### config.mk
export PLATFORM = sky130hd
export DESIGN_NAME = intdelay_search
export DESIGN_NICKNAME = d
export VERILOG_FILES = /design/src/rtl/intdelay_search.sv
export SDC_FILE = /design/constraint.sdc
export NUM_CORES = 1
export LEC_CHECK = 0
export BUFFER_PORTS_ARGS = -buffer_cell sky130_fd_sc_hd__buf_4
export CAP_MARGIN = 20
export CORE_AREA = 5 5 104 106
export CTS_CLUSTER_SIZE = 24
export DETAILED_ROUTE_END_ITERATION = 16
export DIE_AREA = 0 0 109 111
export PLACE_DENSITY = 0.83
export SLEW_MARGIN = 40
export SYNTH_ARGS = -nofsm -noshare
export SYNTH_HDL_FRONTEND = slang
export SYNTH_SLANG_ARGS = --single-unit
### constraint.sdc
create_clock -name clk -period 3.7 [get_ports clk]
set_input_delay 0.555 -clock clk [delete_from_list [all_inputs] [get_ports clk]]
set_output_delay 0.555 -clock clk [all_outputs]
set_load 0.05 [all_outputs]
### src/rtl/intdelay_search.sv
module intdelay_search #(
  parameter int SW     = 12,
  parameter int WIN    = 64,
  parameter int DW     = 3,
  parameter int TH_NUM = 3,
  parameter int TH_DEN = 4
) (
  input  logic                 clk,
  input  logic                 rst_n,
  input  logic                 start,
  input  logic signed [SW-1:0] tx_i,
  input  logic signed [SW-1:0] tx_q,
  input  logic signed [SW-1:0] fb_i,
  input  logic signed [SW-1:0] fb_q,
  output logic [DW-1:0]        delay,
  output logic                 locked
);
  localparam int NCAND = 1 << DW;
  localparam int AW    = SW + 1;
  localparam int WCW   = $clog2(WIN);
  localparam int CW    = $clog2(WIN + 1);
  localparam int TH    = WIN * TH_NUM / TH_DEN;

  function automatic logic [AW-1:0] mag(input logic signed [SW-1:0] i, input logic signed [SW-1:0] q);
    logic [SW-1:0] ai, aq;
    ai = i[SW-1] ? $unsigned(-i) : $unsigned(i);
    aq = q[SW-1] ? $unsigned(-q) : $unsigned(q);
    return AW'(ai) + AW'(aq);
  endfunction

  logic [AW-1:0]    tx_mag, fb_mag, tx_prev, fb_prev;
  logic             tx_up, fb_up;
  logic [NCAND-2:0] tx_hist;
  logic [NCAND-1:0] taps;
  logic             agree;

  assign tx_mag = mag(tx_i, tx_q);
  assign fb_mag = mag(fb_i, fb_q);
  assign taps   = {tx_hist, tx_up};

  always_ff @(posedge clk) begin
    if (!rst_n) begin
      tx_prev <= '0;
      fb_prev <= '0;
      tx_up   <= 1'b0;
      fb_up   <= 1'b0;
      tx_hist <= '0;
    end else begin
      tx_prev <= tx_mag;
      fb_prev <= fb_mag;
      tx_up   <= tx_mag > tx_prev;
      fb_up   <= fb_mag > fb_prev;
      tx_hist <= {tx_hist[NCAND-3:0], tx_up};
    end
  end

  logic            searching;
  logic [DW-1:0]   cand;
  logic [WCW-1:0]  wpos;
  logic [CW-1:0]   acc, prev;
  logic [CW-1:0]   total;
  logic            last, prev_peak, top_peak;

  assign agree     = ~(taps[cand] ^ fb_up);
  assign total     = acc + CW'(agree);
  assign last      = wpos == WCW'(WIN - 1);
  assign prev_peak = (cand != '0) && (prev > CW'(TH)) && (prev > total);
  assign top_peak  = (cand == DW'(NCAND - 1)) && (total > CW'(TH));

  always_ff @(posedge clk) begin
    if (!rst_n) begin
      searching <= 1'b0;
      locked    <= 1'b0;
      delay     <= '0;
      cand      <= '0;
      wpos      <= '0;
      acc       <= '0;
      prev      <= '0;
    end else if (start) begin
      searching <= 1'b1;
      locked    <= 1'b0;
      delay     <= '0;
      cand      <= '0;
      wpos      <= '0;
      acc       <= '0;
    end else if (searching) begin
      if (!last) begin
        wpos <= wpos + WCW'(1);
        acc  <= total;
      end else begin
        wpos <= '0;
        acc  <= '0;
        if (prev_peak) begin
          searching <= 1'b0;
          locked    <= 1'b1;
          delay     <= cand - DW'(1);
        end else if (top_peak) begin
          searching <= 1'b0;
          locked    <= 1'b1;
          delay     <= cand;
        end else begin
          cand <= cand + DW'(1);
          prev <= total;
        end
      end
    end
  end
endmodule

==> reports/summary.md <==
- clock edge transition at the registers on the reported setup and hold paths: 0.07 ns
- number of cells produced by synthesis: 621
- Worst Path Arrival: 3.93 ns
- Top-Level Pins: 55
- combined buffer and inverter count along the critical path: 1
- die width: 109 um
- run status: finished with violations
- residual DRC count: 0
- Hold/Removal Path Class: reg -> reg
- power density of the placed cells: 420 mW/mm^2
- Critical Path RT: 3.90 ns
- 1st-iter DRT viols: 270
- die area: 0.0121 mm^2
- EDFF count, synth: 0
- sequential fraction of the synthesis area: 24.5%
- number of antenna diodes: 0
- total power: 2810 uW
- total grt overflow: 0
- global-route wire length before repair: 22100 um
- cell type with the highest occurrence count on the critical path: ha_4
- maximum buffer depth of the clock tree: 2
- Most used DFF post-synth: dfxtp_1
- average via count per standard cell: 5.87
- Worst Skew: 0.00287 ns
- worst-case vdd ir drop: 0.221 mV
- placed inst area: 0.00611 mm^2
- leakage power summed over all cells: 0.00289 uW
- category of cells accounting for the largest share of critical-path delay: compound AO/OA/AOI/OAI gates
- delay of the slowest cell on the worst path: 0.55 ns
- Root Buffer Master: clkbuf_8
- Worst-Skew Late Latency: 0.35 ns
- antenna violations before repair: 0
- number of max-slew violations in the final report: 0
- hpwl dp: 9780 um
- post-synth cell types: 65
- via count of the first global-routing pass: 5029
- vias post-DR: 5149
- failing checks: negative setup slack
- largest fanout on the critical path: 5
- final critical path time including I/O delays and setup: 3.73 ns
- final worst-path setup slack: -0.0255 ns
- startpoint kind of the worst setup timing path: flop
- Synth Cell Area: 0.00514 mm^2
- Final Hold Fails: 0
- # Max-Cap Violations: 0
- count of buffers from port buffering: 54
- # setup viols final: 4
- wire per inst: 16.9 um
- maximum number of pins on one net before global-route repair: 44
- Post-Synthesis Mean Instance Area: 8.28 um^2
- final weighted congestion in routability-driven placement: 0.917
- post-layout instance area: 0.00668 mm^2
- proportion of layout cells with a drive suffix above 1: 26.5%
- max_slew headroom: 55.4%
- Crit Path Category: reg -> reg
- count of nets after finishing: 860
- maximum operating frequency: 0.268 GHz
- Seq cells post-synth: 63
- clock buffers created by TritonCTS: 9
- layout overhead on the synthesized area: 30.0%
- Sink Count: 63
- core area: 0.00968 mm^2
- net count after synthesis: 742
- crit share post-route: 101%
- effective utilization at floorplan: 53.1%
- number of warnings reported in the yosys synthesis log: 0
- GRT Resource Usage Total: 21.9%
- FP Rows: 36
- vertical die dimension: 111 um
- type of element capturing the critical path: flop
- slowest cell on the critical path: mux4_2
- CTS tree: built
- transition time at the pin with the least slew margin: 0.670 ns
- Async SR Flop Fraction: 0%
- routed wire length: 14800 um
- count of antenna-violating nets left after detailed routing: 0
- Core Util, Final: 69.0%
- DR pass1 iterations: 6
- count of hold buffers inserted by post-cts repair: 0
- Clock H-tree levels: 3
- cell-by-cell trace of the critical path: mux4_2, mux2i_4, xor2_2, ha_2, ha_4, nand3_2, xnor2_2, inv_2, ha_4, or2_4, a211oi_4, a21o_1, nor2_4, o31ai_1, a21oi_1
through the flow:
| stage | TNS (ns) | setup WS [ns] | hold slack (ns) | cells |
|---|---|---|---|---|
| after floorplan | -0.000856 | -0.000856 | 0.424 | 621 |
| after global placement | -0.893 | -0.169 | 0.439 | 854 |
| after detailed placement | -2.86 | -0.325 | 0.439 | 854 |
| after CTS | 0 | 0.00267 | 0.465 | 873 |
| after global routing | -1.38 | -0.169 | 0.492 | 877 |
| final | -0.0389 | -0.0255 | 0.463 | 877 |
cells by family (layout without fill, tap and decap cells):
kind of cell	Yosys count	in the layout	synth area share [%]
simple gates	215	215	22.1
fa+ha+maj	70	70	17.3
mux	10	10	2.46
compound gates	134	134	17.8
flops	63	63	24.5
xor+xnor	62	62	10.6
buf+inv	67	190	5.26
worst reg2reg max path: stages, from the launching register on:
cell	delay, ns
dfxtp_4	0.38
mux4_2	0.55
mux2i_4	0.21
xor2_2	0.21
ha_2	0.23
ha_4	0.16
nand3_2	0.10
xnor2_2	0.25
inv_2	0.08
ha_4	0.22
or2_4	0.24
a211oi_4	0.25
a21o_1	0.21
nor2_4	0.08
o31ai_1	0.29
a21oi_1	0.12
registers in the layout, indices dropped and copies added (netlist names):
signal	count
tx_prev	13
acc	7
fb_prev	13
delay	3
searching	1
prev	7
locked	1
cand	3
wpos	6
tx_hist	7
tx_up	1
fb_up	1
final timing paths:
| check | from | to | slack (ns) | cells past startpoint |
|---|---|---|---|---|
| min | tx_hist[2]$_SDFF_PN0_ | tx_hist[3]$_SDFF_PN0_ | 0.46 | 1 |
| max | cand[0]$_SDFFE_PP0P_ | cand[1]$_SDFFE_PP0P_ | -0.03 | 15 |
| min reg2reg | tx_hist[2]$_SDFF_PN0_ | tx_hist[3]$_SDFF_PN0_ | 0.46 | 1 |
| max reg2reg | cand[0]$_SDFFE_PP0P_ | cand[1]$_SDFFE_PP0P_ | -0.03 | 15 |
area by class of cell:
type	instances	area, um^2
timing repair buffer	121	916
inverter	53	199
clock buffer	9	124
clock inverter	7	97.6
sequential	63	1260
fill	684	3000
tap	133	166
multi-input combinational	491	3920
where the power goes:
group / switching (uW) / internal (uW)
combinational: 716 / 635
sequential: 33.6 / 752
clock: 291 / 380
synthesized netlist by cell type (7+ instances only):
cell / n / area (um^2)
ha_1: 68 / 851
dfxtp_1: 63 / 1260
nand2_1: 56 / 210
inv_1: 52 / 195
xnor2_1: 52 / 455
a21oi_1: 33 / 165
and2_1: 30 / 188
o21ai_0: 30 / 150
nor2_1: 27 / 101
nand2b_1: 15 / 93.8
nand3_1: 15 / 75.1
nand4_1: 15 / 93.8
nor3_1: 15 / 75.1
clkbuf_1: 11 / 41.3
o31ai_1: 11 / 82.6
or3_1: 10 / 62.6
xor2_1: 10 / 87.6
a21o_1: 9 / 67.6
mux2i_1: 7 / 70.1
layout by cell type (no fill, tap or decap), types with 4 or more instances in the layout:
cell,Yosys,final
dfxtp_1,63,62
xor2_1,10,7
or3_1,10,8
o31ai_1,11,7
inv_1,52,49
nor2_1,27,25
mux2i_1,7,6
o31ai_2,1,4
o21ai_0,30,26
clkbuf_8,0,9
nand4_1,15,15
xnor2_1,52,50
a21oi_1,33,29
nand2b_1,15,15
a21oi_2,1,5
nor2b_1,6,6
nand3_1,15,14
o211a_1,4,4
nand2_1,56,55
nor3_1,15,13
ha_1,68,61
a211oi_1,6,4
a31oi_1,4,4
o21a_1,6,6
ha_4,0,5
a21o_1,9,9
o21ai_1,2,6
o21bai_1,4,4
buf_4,1,119
and2_1,30,30
repair_timing:
item | 4_1_cts | 5_1_grt
gates resized for setup | 10 | 49
setup endpoints to repair | 15 | 17
pin swaps | 2 | 21
buffers inserted | 3 | 5
routing by layer:
layer,vias to the layer above,track usage [%],share of wire (%),wire length (um)
met5,-,0,0,0
met4,0,6.48,4.9,720
met3,79,4.25,6.3,931
met2,229,40.4,52,7720
met1,2411,24.8,37,5440
li1,2430,-,-,-
No activity file was read; power rests on OpenSTA's default activity.
